## src/rtl/rx_port_pkg.sv

```systemverilog
`timescale 1ns/1ps
package rx_port_pkg;

  // sideband of one output beat
  typedef struct packed {
    logic drv;   // data-path drive enable
    logic eoe;   // end-of-frame drive enable
    logic vld;
    logic sof;
    logic eof;
    logic err;
    logic par;
  } side_t;

  function automatic side_t side_idle();
    side_t s;
    s     = '0;
    s.par = 1'b1;  // odd parity of an all-zero word
    return s;
  endfunction

endpackage

```

## src/rtl/rx_addr_decode.sv

```systemverilog
`timescale 1ns/1ps
module rx_addr_decode #(
  parameter int ADDR_W = 5,
  parameter int CH_W   = 2,
  localparam int BASE_W = ADDR_W - CH_W
) (
  input  logic [ADDR_W-1:0] addr,
  input  logic [BASE_W-1:0] base,
  output logic              hit,
  output logic [CH_W-1:0]   ch
);
  localparam logic [ADDR_W-1:0] NULL_ADDR = '1;

  always_comb begin
    hit = (addr[ADDR_W-1:CH_W] == base) && (addr != NULL_ADDR);
    ch  = addr[CH_W-1:0];
  end
endmodule

```

## src/rtl/rx_sel_ctrl.sv

```systemverilog
`timescale 1ns/1ps
module rx_sel_ctrl #(
  parameter int CH_W = 2,
  localparam int N_CH = 1 << CH_W
) (
  input  logic            clk,
  input  logic            rst,
  input  logic            mem_mode,
  input  logic            en_n,
  input  logic            hit_now,
  input  logic [CH_W-1:0] ch_now,
  input  logic [N_CH-1:0] empty,
  output logic            drive,
  output logic [CH_W-1:0] rd_ch,
  output logic            read_ok,
  output logic [N_CH-1:0] pop
);
  logic            sel_hit_q;
  logic [CH_W-1:0] sel_ch_q;
  logic            rd_req;

  always_comb begin
    if (mem_mode) begin
      drive  = !en_n && hit_now;
      rd_ch  = ch_now;
      rd_req = !en_n && hit_now;
    end else begin
      drive  = sel_hit_q;
      rd_ch  = sel_ch_q;
      rd_req = !en_n && sel_hit_q;
    end
    read_ok = rd_req && !empty[rd_ch];
  end

  for (genvar k = 0; k < N_CH; k++) begin : g_pop
    assign pop[k] = read_ok && (rd_ch == CH_W'(k));
  end

  // selection phase of the latched scheme
  always_ff @(posedge clk) begin
    if (rst) begin
      sel_hit_q <= 1'b0;
      sel_ch_q  <= '0;
    end else if (!mem_mode && en_n) begin
      sel_hit_q <= hit_now;
      sel_ch_q  <= ch_now;
    end
  end
endmodule

```

## src/rtl/rx_out_pipe.sv

```systemverilog
`timescale 1ns/1ps
module rx_out_pipe
  import rx_port_pkg::*;
#(
  parameter int DATA_W = 32
) (
  input  logic              clk,
  input  logic              rst,
  input  logic              lat2,
  input  logic [DATA_W-1:0] in_data,
  input  side_t             in_side,
  output logic [DATA_W-1:0] out_data,
  output side_t             out_side
);
  localparam int STAGES = 2;

  logic [DATA_W-1:0] d_q [STAGES];
  side_t             s_q [STAGES];

  for (genvar i = 0; i < STAGES; i++) begin : g_stage
    always_ff @(posedge clk) begin
      if (rst) begin
        d_q[i] <= '0;
        s_q[i] <= side_idle();
      end else if (i == 0) begin
        d_q[i] <= in_data;
        s_q[i] <= in_side;
      end else begin
        d_q[i] <= d_q[i-1];
        s_q[i] <= s_q[i-1];
      end
    end
  end

  always_comb begin
    out_data = lat2 ? d_q[1] : d_q[0];
    out_side = lat2 ? s_q[1] : s_q[0];
  end
endmodule

```

## src/rtl/rx_read_port.sv

```systemverilog
`timescale 1ns/1ps
module rx_read_port
  import rx_port_pkg::*;
#(
  parameter int DATA_W = 32,
  parameter int ADDR_W = 5,
  parameter int CH_W   = 2,
  localparam int N_CH   = 1 << CH_W,
  localparam int BASE_W = ADDR_W - CH_W
) (
  input  logic                   clk,
  input  logic                   rst,
  input  logic                   cfg_mem_mode,
  input  logic                   cfg_lat2,
  input  logic                   cfg_pkt_mode,
  input  logic [BASE_W-1:0]      cfg_base,
  input  logic                   rd_en_n,
  input  logic [ADDR_W-1:0]      rd_addr,
  input  logic [N_CH-1:0]        fifo_empty,
  input  logic [N_CH*DATA_W-1:0] fifo_data,
  input  logic [N_CH-1:0]        fifo_sof,
  input  logic [N_CH-1:0]        fifo_eof,
  input  logic [N_CH-1:0]        fifo_err,
  output logic [N_CH-1:0]        fifo_pop,
  output logic [DATA_W-1:0]      out_data,
  output logic                   out_par,
  output logic                   out_sof,
  output logic                   out_eof,
  output logic                   out_err,
  output logic                   out_val,
  output logic                   out_oe,
  output logic                   out_eof_oe,
  output logic                   poll_avail,
  output logic                   poll_oe
);
  logic            hit_now;
  logic [CH_W-1:0] ch_now;
  logic            drive;
  logic [CH_W-1:0] rd_ch;
  logic            read_ok;
  logic [DATA_W-1:0] beat_data;
  side_t             beat_side;
  logic [DATA_W-1:0] pipe_data;
  side_t             pipe_side;

  rx_addr_decode #(.ADDR_W(ADDR_W), .CH_W(CH_W)) u_dec (
    .addr (rd_addr),
    .base (cfg_base),
    .hit  (hit_now),
    .ch   (ch_now)
  );

  rx_sel_ctrl #(.CH_W(CH_W)) u_sel (
    .clk      (clk),
    .rst      (rst),
    .mem_mode (cfg_mem_mode),
    .en_n     (rd_en_n),
    .hit_now  (hit_now),
    .ch_now   (ch_now),
    .empty    (fifo_empty),
    .drive    (drive),
    .rd_ch    (rd_ch),
    .read_ok  (read_ok),
    .pop      (fifo_pop)
  );

  // assemble the beat from the popped head word
  always_comb begin
    beat_data     = read_ok ? fifo_data[rd_ch*DATA_W +: DATA_W] : '0;
    beat_side.drv = drive;
    beat_side.eoe = drive && cfg_pkt_mode;
    beat_side.vld = read_ok;
    beat_side.sof = read_ok && fifo_sof[rd_ch];
    beat_side.eof = read_ok && cfg_pkt_mode && fifo_eof[rd_ch];
    beat_side.err = read_ok && fifo_err[rd_ch];
    beat_side.par = ~^beat_data;
  end

  rx_out_pipe #(.DATA_W(DATA_W)) u_pipe (
    .clk      (clk),
    .rst      (rst),
    .lat2     (cfg_lat2),
    .in_data  (beat_data),
    .in_side  (beat_side),
    .out_data (pipe_data),
    .out_side (pipe_side)
  );

  always_comb begin
    out_data   = pipe_data;
    out_par    = pipe_side.par;
    out_sof    = pipe_side.sof;
    out_eof    = pipe_side.eof;
    out_err    = pipe_side.err;
    out_val    = pipe_side.vld;
    out_oe     = pipe_side.drv;
    out_eof_oe = pipe_side.eoe;
  end

  // status poll, independent of the read enable
  always_ff @(posedge clk) begin
    if (rst) begin
      poll_oe    <= 1'b0;
      poll_avail <= 1'b0;
    end else begin
      poll_oe    <= hit_now;
      poll_avail <= hit_now && !fifo_empty[ch_now];
    end
  end
endmodule

```

## config.mk

```make
export PLATFORM = sky130hd
export DESIGN_NAME = rx_read_port
export DESIGN_NICKNAME = d
export VERILOG_FILES = /design/src/rtl/rx_port_pkg.sv /design/src/rtl/rx_addr_decode.sv /design/src/rtl/rx_sel_ctrl.sv /design/src/rtl/rx_out_pipe.sv /design/src/rtl/rx_read_port.sv
export SDC_FILE = /design/constraint.sdc
export NUM_CORES = 1
export LEC_CHECK = 0
export BUFFER_PORTS_ARGS = -buffer_cell sky130_fd_sc_hd__clkbuf_2
export CORE_MARGIN = 2
export CORE_UTILIZATION = 44
export CTS_CLUSTER_DIAMETER = 60
export CTS_CLUSTER_SIZE = 16
export DETAILED_ROUTE_END_ITERATION = 16
export GPL_ROUTABILITY_DRIVEN = 0
export GPL_TIMING_DRIVEN = 0
export PLACE_DENSITY = 0.77
export SLEW_MARGIN = 0
export SYNTH_ARGS = -nofsm -noshare
export SYNTH_HDL_FRONTEND = slang
export SYNTH_SLANG_ARGS = --single-unit
```

## constraint.sdc

```tcl
create_clock -name clk -period 1.7 [get_ports clk]
set_input_delay 0.085 -clock clk [delete_from_list [all_inputs] [get_ports clk]]
set_output_delay 0.085 -clock clk [all_outputs]
set_load 0.1 [all_outputs]
```

-- Yosys cells after proc, flatten, opt, wreduce, memory -nomap -nowiden
Memories as Yosys holds them, arrays and structs flattened.
Index checks and enable logic that the tools add are counted.
- register bits after elaboration: 5
- RAM bits: 78
- input port bits: 158
- output and inout port bits: 45
- word-level logic and storage cells: 62
- memories: 2
- memory list (memory ; depth ; width ; read ports ; clocked after Yosys merged registers in ; write ports ; line ; source):
    u_pipe.d_q ; 2 ; 32 ; 2 ; 0 ; 2 ; rx_out_pipe.sv:17 ; logic [DATA_W-1:0] d_q [STAGES];
    u_pipe.s_q ; 2 ; 7 ; 2 ; 0 ; 2 ; rx_out_pipe.sv:18 ; side_t s_q [STAGES];
- magnitude comparators: 2
- equal/unequal tests: 5
- shifts and indexed selects: 1
- multiplexer cells: 23
- bitwise operators: 4
- reductions and logical operators: 21
- operator list (cell ; count):
    two-way mux 32 bit ; 4
    variable part select 128 x 8 -> 32 bit ; 1
    XNOR reduction 32 bit ; 1
    two-way mux 7 bit ; 3
    logical AND 1 bit ; 15
    binary-select mux 1 bit (select 2 bit) ; 5
    two-way mux 1 bit ; 10
    less-than comparator 2 x 3 -> 1 bit, second input constant ; 2
    != test 5 bit, second input constant ; 1
    equality test 2 bit, second input constant ; 2
    zero test 1 bit ; 4
    OR 1 bit ; 4
    equality test 3 bit ; 1
    equality test 2 x 1 -> 1 bit, second input constant ; 1
    zero test 2 bit ; 1
    two-way mux 2 bit ; 1

-- Depth between registers and ports, before layout
Gate-level depths: netlist of the first run.
- word-level depth: 8
- depth in mapped cells: 10
- depth with buffers taken out: 8

-- Cells and area by module
From an unflattened synthesis of the first run, not the netlist that was laid out.
- cells, all modules: 379
- area, all modules: 4563.1 µm²
- by module, submodules not included (module ; instances ; cells an instance ; area each (µm²) ; seq. area each (µm²)):
    rx_out_pipe ; 1 ; 207 ; 2632.5 ; 1561.5
    rx_read_port ; 1 ; 122 ; 1500.2 ; 40.0
    rx_sel_ctrl ; 1 ; 42 ; 367.9 ; 60.1
    rx_addr_decode ; 1 ; 8 ; 62.6 ; 0.0

-- Worst setup path after synthesis of the first run
No wires, ideal clock.
- path kind: register to output
- start point: register u_sel.sel_ch_q[0]
- end point: output port fifo_pop[2]
- data arrival time: 3413 ps
- data required time: 1615 ps
- slack: -1798 ps
- cell stages (with the launch flop): 5
- path buffers: 0
- path through: dfxtp_1 mux2i_2 mux4_2 a211o_1 nor3_1
- word-level cells in the longest chain between the ends: 6
- elaborated cells on any way between the ends: 7
- classes of those cells: eq/ne: 1; mux: 3; reduce/logical: 3
- ends and longest elaborated chain (item ; line ; source):
    start, declared ; rx_sel_ctrl.sv:19 ; logic [CH_W-1:0] sel_ch_q;
    start signal, assigned ; rx_sel_ctrl.sv:46 ; sel_ch_q <= ch_now;
    two-way mux 2 bit (*) ; rx_sel_ctrl.sv:23 ; if (mem_mode) begin
    binary-select mux 1 bit (select 2 bit) ; rx_sel_ctrl.sv:32 ; read_ok = rd_req && !empty[rd_ch];
    two-way mux 1 bit (implied by the code) ; rx_sel_ctrl.sv:32 ;
    zero test 1 bit ; rx_sel_ctrl.sv:32 ;
    logical AND 1 bit ; rx_sel_ctrl.sv:32 ;
    logical AND 1 bit (*) ; rx_sel_ctrl.sv:36 ; assign pop[k] = read_ok && (rd_ch == CH_W'(k));
    end, declared ; rx_read_port.sv:24 ; output logic [N_CH-1:0] fifo_pop,
Mark *: on every way between the ends. The rest lies on a longest branch, timed or not. The select of a mux whose other input is x is not followed.

-- Worst setup path after layout of the first run
Ends and elaborated chain as after synthesis.

==> reports/metrics.cfg, run 1 <==
[status]
violations = negative setup slack
status = finished, violations left

[detailed_routing]
route.detailed.drc = 0
drtIter0Drc = 133
antenna_left = 0
dr.pass1.iters = 6
vias = 3996
wl_per_cell_um = 18.2
drt_wl_total_um = 14300
avgViaCountPerCell = 5.08

[layout]
antenna_cells = 0
seqCellArea_um2 = 1660
drive_gt1_share_pct = 53.4
synthToLayoutAreaGrowth_pct = 39.0
fin_cells = 786
final_common_cell = clkbuf_2
fin_area_um2 = 6710
fin_util_pct = 62.4
multi_input_area_um2 = 3150
nets = 799
final_cell_mix = clkbuf_2 (196), dfxtp_1 (82), xnor2_1 (77)
fillCellCount = 887

[timing]
final-max-slew-violation-count = 0
fin_ws_ps = -560
worstMarginPinSlew_ps = 685
setup-violations-final = 41
finalHoldViolCount = 0
max_freq_mhz = 443
holdWs_ps = 43.5
rsz0062_at_grt = true
clock_skew_ps = 8.63
period_share_pct = 133
relSlewSlack_pct = 54.3
fin_crit_ps = 2260

[worst_setup_path]
critPathBufInv = 1
r2r_setup_slack_ps = -510
r2r_end = u_pipe.s_q[0][0]
crit_type = flop to primary output
crit_slowest_cell = mux4_2
worstPathMaxFanout = 5
crit_arrival_ps = 2170
ff2ff_path_depth = 11
critPathRequiredTime_ps = 1620
cp_cell_sequence = mux2i_4, mux4_2, a211o_4, nor3_4, clkbuf_16
r2r-start = u_sel.sel_ch_q[0]
start_kind = flop
max_stage_delay_ps = 540
cp_top_family = multiplexers
worstSetupStartpoint = u_sel.sel_ch_q[0]
end_kind = primary output

[floorplanning]
io-pin-count = 203
dieHeight_um = 109
die_x_um = 109
start_util_pct = 44.9
core-area_um2 = 10700
die-area_um2 = 11800
rows = 38

[grt]
grt_overflow = 0
grt_pass1_vias = 4272
grt_max_degree = 18
grt.total_usage_pct = 24.6
grt_pass1_wl_um = 21600
antenna_found_initial = 0

[placed_design]
dp.cells = 750
placed_area_um2 = 6080
hpwlAfterDp_um = 11000
port_buffers = 199

[cts]
path_clk_slew_ps = 100
cts-root-buf = clkbuf_8
numCtsBuffers = 9
htreeDepth = 3
clk-insertion-delay-late_ps = 370
cts_buffer_depth = 2
clkSinkCount = 83
cts_tree = built

[synth]
seq_area_frac_synth_pct = 34.4
syn_inst = 411
synth_area_um2 = 4820
ys_warn_count = 0
syn_avg_cell_area_um2 = 11.7
synth_seq_cells = 83
syn_nets = 569
ys_types = 35

[power]
cellPowerDensity_nw_per_um2 = 725
ir_drop_v = 0.000366
p_total_mw = 4.87
p_leak_nw = 3.04

[job]
max-cap-violations = 0

[worst_hold_path]
hold_class = input port to flop
min_from = rd_en_n
min_to = u_pipe.s_q[0][6]
hold-path-cell-count = 3

==> layout make-up <==
class	count	area share, %
Buffer	23	3.39
Multi-Input combinational cell	305	46.9
Sequential cell	83	24.8
Timing Repair Buffer	219	19.4
Clock buffer	9	1.85
Clock inverter	7	1.08
Tap cell	140	2.61
==> how the worst max path moves through the flow <==
| stage | slack [ps] | to | cells after the start |
|---|---|---|---|
| after floorplan | -590 | fifo_pop[2] | 4 |
| after global placement | -800 | u_pipe.d_q[0][23] | 6 |
| after detailed placement | -850 | u_pipe.d_q[0][23] | 6 |
| after CTS | -580 | fifo_pop[2] | 5 |
| after global routing | -640 | fifo_pop[3] | 5 |
| final | -560 | fifo_pop[2] | 5 |
==> report_power, final <==
group	switching, mW	internal (mW)
combinational	0.693	0.811
clock	0.825	0.573
sequential	0.00603	1.96
==> cell usage after synthesis <==
cell       instances  area, um2
nand3_1            1       5.00
or2_2              1       6.26
o21a_1             1       7.51
buf_2              8       40.0
o22ai_1            2       12.5
a2bb2oi_1          2       17.5
nand2_2            1       6.26
nor2b_1           41        257
buf_1              1       3.75
o21ai_1            1       5.00
mux2i_2            1       13.8
nor2_4             1       11.3
mux2_4             1       15.0
dfxtp_1           83       1660
and3_1             2       12.5
and2_1            36        225
buf_6              2       22.5
nand4_1            1       6.26
buf_4              1       7.51
xnor2_1           77        674
nor3_1             3       15.0
nand2_1            5       18.8
a31oi_1            1       6.26
a221oi_1           1       8.76
mux2i_1           16        160
and2_0             1       6.26
xnor3_1            5        113
mux4_2            35        788
xor2_1            18        158
mux2_2            39        439
nor2_1             8       30.0
nand2b_1           1       6.26
a211o_1            1       8.76
a211oi_1           2       15.0
clkbuf_1          11       41.3
==> what timing repair did <==
item,4_1_cts,5_1_grt
buffers inserted,10,5
setup endpoints to repair,51,41
pin swaps,9,5
gates cloned,3,1
hold buffers,1,0
endpoints found under the hold margin,2,0
resized for setup,56,3
==> layer usage <==
layer  global-route usage, %  share of wire [%]
met5                       0                  0
met4                    7.88                1.6
met3                    6.81                7.0
met2                    45.3                 51
met1                    27.3                 40
==> logic make-up after synthesis <==
group                     after synthesis  share of synthesized area (%)
DFF                                    83                           34.4
and+or+nand+nor                       102                           12.6
muxes                                  92                           29.4
AOI/OAI and AO/OA                      11                           1.69
xor gates and xnor gates              100                           19.6
buffers and inverters                  23                           2.39
==> state kept, by name, indices dropped and copies added (netlist names) <==
signal / count
poll_oe: 1
u_pipe.s_q: 14
u_pipe.d_q: 64
u_sel.sel_ch_q: 2
u_sel.sel_hit_q: 1
poll_avail: 1
==> metrics by stage <==
step / setup slack [ps] / setup TNS (ps)
floorplan: -592 / -7320
global placement: -796 / -23460
detailed placement: -847 / -24930
CTS: -578 / -12280
global route: -641 / -20340
finish: -560 / -17750
==> worst register-to-register path, delay by kind of cell, from the launching register on <==
| kind | cells | cell delay [ps] |
|---|---|---|
| mux | 3 | 560 |
| xor+xnor | 4 | 740 |
| buf+inv | 3 | 410 |
| flops | 1 | 350 |
| simple gates | 1 | 60 |
(Power assumes the default switching activity.)
==> inputs of run 2 (changes only) <==
==> constraint.sdc (replaced) <==
create_clock -name clk -period 1.7 [get_ports clk]
set_input_delay 0.34 -clock clk [delete_from_list [all_inputs] [get_ports clk]]
set_output_delay 0.34 -clock clk [all_outputs]
set_load 0.1 [all_outputs]
==> run 2 against run 1 <==
  * The run still ends with negative setup slack left
  * Register-to-register slack worse by 50 ps
  * Die area unchanged
  * Core utilization grew 0.070 points
  * Design area is 0.11% higher
  * Setup slack worse by 240 ps
  * Sequential cell count did not move
  * Worst hold slack better by 150 ps
  * Count of clock-buffer cells in the layout is 1 higher
  * Clock skew grew 1.1 ps
  * Critical path type unchanged
  * Largest cell class unchanged
==> reports/metrics.cfg, run 2 (synthesized netlist as in run 1, its figures left out) <==
[status]
status = finished, violations left
violations = negative setup slack

[power]
ir_drop_v = 0.000405
p_leak_nw = 3.00
cellPowerDensity_nw_per_um2 = 710

[detailed_routing]
drtIter0Drc = 157
antenna_left = 0
vias = 3935
drt_wl_total_um = 13600
route.detailed.drc = 0
avgViaCountPerCell = 5.04
dr.pass1.iters = 6
wl_per_cell_um = 17.5

[cts]
hold_buffers = 0
htreeDepth = 3
clk-insertion-delay-late_ps = 360
cts-root-buf = clkbuf_8
cts_tree = built
cts_buffer_depth = 2
path_clk_slew_ps = 90
clkSinkCount = 83
numCtsBuffers = 9

[timing]
worstMarginPinSlew_ps = 670
fin_ws_ps = -800
setup-violations-final = 41
fin_crit_ps = 2500
final-max-slew-violation-count = 0
rsz0062_at_grt = true
max_freq_mhz = 400
clock_skew_ps = 9.74
period_share_pct = 147
relSlewSlack_pct = 55.3
finalHoldViolCount = 0

[worst_setup_path]
crit_arrival_ps = 2160
end_kind = primary output
start_kind = flop
critPathRequiredTime_ps = 1360
crit_type = flop to primary output
worstPathMaxFanout = 5

[floorplanning]
core-area_um2 = 10700
die-area_um2 = 11800
rows = 38
die_x_um = 109
io-pin-count = 203
dieHeight_um = 109
start_util_pct = 44.9

[grt]
grt.busiest_layer = met2
grt_pass1_wl_um = 20200
grt_max_degree = 17
grt_pass1_vias = 4012
grt_overflow = 0
grtUsageMet2_pct = 42.5
met1_usage_pct = 26.1
antenna_found_initial = 0
grtUsageMet3_pct = 4.06
grt.total_usage_pct = 23.0

[layout]
fillCellCount = 903
top_register = u_pipe.d_q
drive_gt1_share_pct = 52.3
antenna_cells = 0
final_cell_mix = clkbuf_2 (167), dfxtp_1 (82), xnor2_1 (77)
fin_util_pct = 62.5
largest_reg_flops = 64
fin_area_um2 = 6720
reg_top3 = u_pipe.d_q (64), u_pipe.s_q (14), u_sel.sel_ch_q (2)
synthToLayoutAreaGrowth_pct = 39.2
final_common_cell = clkbuf_2
nets = 794

[job]
max-cap-violations = 0

[placed_design]
hpwlAfterDp_um = 10800
placed_area_um2 = 6090
port_buffers = 199

[worst_hold_path]
hold_class = input port to flop

[run 2: cell types whose count changed in the layout (fill, tap and decap cells not counted), moves of 2 or more]
cell	delta
and2_1	+3
clkbuf_4	+20
clkbuf_8	+10
clkbuf_1	-2
and2_4	-3
buf_6	+3
buf_12	-3
clkbuf_2	-29
buf_8	-3
[run 2: cell type report]
| cell class | instances | area, um2 | share of cell area, % |
|---|---|---|---|
| multi-input combinational | 306 | 3130 | 46.5 |
| timing repair buffer | 213 | 1360 | 20.2 |
| sequential | 83 | 1660 | 24.8 |
| tap | 140 | 175 | 2.61 |
| clock buffer | 10 | 138 | 2.05 |
| buffer | 23 | 204 | 3.04 |
| clock inverter | 6 | 53.8 | 0.801 |
[run 2: metal layers]
metal / up-vias / part of all wire (%)
met4: 0 / 1.8
met3: 17 / 5.8
met5: - / 0
met1: 1902 / 41
li1: 1878 / -
met2: 138 / 52
[run 2: final timing paths]
kind                                        start                 to  slack (ps)  cells past startpoint
worst max-delay path            u_sel.sel_ch_q[0]        fifo_pop[3]        -800                      5
worst min register to register   u_pipe.s_q[0][0]   u_pipe.s_q[1][0]         450                      1
worst max register to register  u_sel.sel_ch_q[0]  u_pipe.d_q[0][26]        -560                      9
worst min-delay path                 cfg_pkt_mode   u_pipe.s_q[0][5]         190                      2
[run 2: power by group]
group	internal (mW)	switching, mW
clock	0.596	0.776
sequential	1.96	0.00573
combinational	0.768	0.668
[run 2: what timing repair did]
item	4_1_cts	5_1_grt
gates resized for setup	75	7
pin swaps	5	3
setup buffers	8	3
setup endpoints to repair	72	43
gates cloned	3	1
[run 2: critical path, cell delays in order (launching register included)]
cell and delay (ps):
dfxtp_2 340, mux2i_4 170, mux4_2 530, a211o_4 350, nor3_4 170, clkbuf_16 230
[run 2: through the flow]
stage	total power, mW	hold slack [ps]	cells	setup WS (ps)	TNS (ps)
2_1_floorplan	2.96	413	411	-998	-14730
3_3_place_gp	3.39	422	750	-946	-33650
3_5_place_dp	3.41	427	750	-953	-34080
4_1_cts	4.80	173	777	-862	-18680
5_1_grt	4.99	189	781	-846	-23460
6_report	4.77	193	781	-800	-21640
==> inputs of run 3 (changes only) <==
--- a/config.mk
+++ b/config.mk
@@ -13,6 +13,7 @@
 export DETAILED_ROUTE_END_ITERATION = 16
 export GPL_ROUTABILITY_DRIVEN = 0
 export GPL_TIMING_DRIVEN = 0
+export MAX_ROUTING_LAYER = met4
 export PLACE_DENSITY = 0.77
 export SLEW_MARGIN = 0
 export SYNTH_ARGS = -nofsm -noshare
==> run 3 against run 2 <==
  * The run still ends with negative setup slack left
  * Critical path depth unchanged
  * Clock power about the same
  * Sequential power about the same
  * Setup slack got worse by 3.2 ps
  * Global-route usage increased by 0.68 points
  * Register-to-register slack about the same
  * Die area unchanged
  * Critical path type unchanged
==> reports/metrics.cfg, run 3 (synthesized netlist as in run 1, its figures left out) <==
[worst_setup_path]
r2r_end = u_pipe.d_q[0][26]
r2r-start = u_sel.sel_ch_q[0]
crit_type = flop to primary output
max_stage_delay_ps = 530
critPathBufInv = 1
start_kind = flop
crit_slowest_cell = mux4_2
end_kind = primary output
r2r_setup_slack_ps = -560
worst-path-stages = 5
worstPathMaxFanout = 5
ff2ff_path_depth = 9
worstSetupStartpoint = u_sel.sel_ch_q[0]
cp_cell_sequence = mux2i_4, mux4_2, a211o_4, nor3_4, clkbuf_16
cp_top_family = multiplexers
crit_arrival_ps = 2160
endpoint = fifo_pop[3]
critPathRequiredTime_ps = 1360

[layout]
multi_input_area_um2 = 3130
final_cell_mix = clkbuf_2 (167), dfxtp_1 (82), xnor2_1 (77)
fillCellCount = 903
synthToLayoutAreaGrowth_pct = 39.2
nets = 794
drive_gt1_share_pct = 52.3
seqCellArea_um2 = 1660
largest_reg_flops = 64
top_register = u_pipe.d_q
fin_area_um2 = 6720
antenna_cells = 0
final_common_cell = clkbuf_2
reg_top3 = u_pipe.d_q (64), u_pipe.s_q (14), u_sel.sel_ch_q (2)

[placed_design]
preCtsSetupSlack_ps = -953
placed_area_um2 = 6090
hpwlAfterDp_um = 10800
port_buffers = 199

[cts]
numCtsBuffers = 9
clkSinkCount = 83
cts_tree = built
path_clk_slew_ps = 90
htreeDepth = 3
cts_buffer_depth = 2
cts-root-buf = clkbuf_8
clk-insertion-delay-late_ps = 360

[timing]
max_freq_mhz = 399
clock_skew_ps = 8.56
period_share_pct = 147
fin_ws_ps = -803
fin_crit_ps = 2500
relSlewSlack_pct = 55.1
worstMarginPinSlew_ps = 673
setup-violations-final = 41
final-max-slew-violation-count = 0
finalHoldViolCount = 0
tns_ps = -21670
rsz0062_at_grt = true

[status]
violations = negative setup slack
status = finished, violations left

[grt]
grt_pass1_wl_um = 20200
grt_max_degree = 17
grt_pass1_vias = 4012
grt_overflow = 0
grt.total_usage_pct = 23.7
antenna_found_initial = 0

[detailed_routing]
dr.pass1.iters = 5
vias = 3949
drt_wl_total_um = 13600
avgViaCountPerCell = 5.06
drtIter0Drc = 158
antenna_left = 0
route.detailed.drc = 0
wl_per_cell_um = 17.4

[power]
ir_drop_v = 0.000405
cellPowerDensity_nw_per_um2 = 710
p_total_mw = 4.77
p_leak_nw = 3.00

[worst_hold_path]
min_from = cfg_pkt_mode
hold_class = input port to flop

[floorplanning]
die-area_um2 = 11800
core-area_um2 = 10700
io-pin-count = 203
die_x_um = 109
start_util_pct = 44.9
dieHeight_um = 109
rows = 38

[job]
max-cap-violations = 0

[run 3: cell counts in the layout (fill, tap and decap cells not counted)]
Identical to the previous run, type by type.
[run 3: report_power, final]
| part | switching [mW] | internal (mW) |
|---|---|---|
| Combinational | 0.665 | 0.768 |
| Sequential | 0.00573 | 1.96 |
| Clock | 0.777 | 0.596 |
[run 3: worst min path at each step]
stage | end | slack, ps | cells after the start
floorplan | u_pipe.s_q[1][0] | 410 | 1
global placement | u_pipe.s_q[1][0] | 420 | 1
detailed placement | u_pipe.s_q[1][0] | 430 | 1
CTS | u_pipe.s_q[0][5] | 170 | 2
global route | u_pipe.s_q[0][5] | 190 | 2
finish | u_pipe.s_q[0][5] | 190 | 2
[run 3: area by class of cell]
type	count	area share, %
multi-input cells	306	46.5
repair buffers	213	20.2
clock inverters	6	0.801
well taps	140	2.61
flip-flops and latches	83	24.8
plain buffers	23	3.04
clock buffers	10	2.05
[run 3: what timing repair did]
| item | in CTS | in global routing |
|---|---|---|
| hold buffers | 0 | 0 |
| cloned | 3 | 1 |
| setup endpoints to repair | 72 | 43 |
| setup buffers | 8 | 3 |
| resized for setup | 75 | 7 |
| pin swaps | 5 | 3 |
[run 3: per-layer routing]
metal	vias up	global-route usage, %	routed length, um
met1	1900	26.3	5480
met5	-	-	0
met2	154	42.5	7050
met3	18	3.89	838
met4	0	9.07	246
li1	1877	-	-
[run 3: metrics by stage]
stage	utilization [%]	std cells	hold slack, ps
finish	62.5	781	190
global route	62.5	781	189
CTS	61.9	777	173
detailed placement	56.7	750	427
global placement	56.7	750	422
floorplan	-	411	413
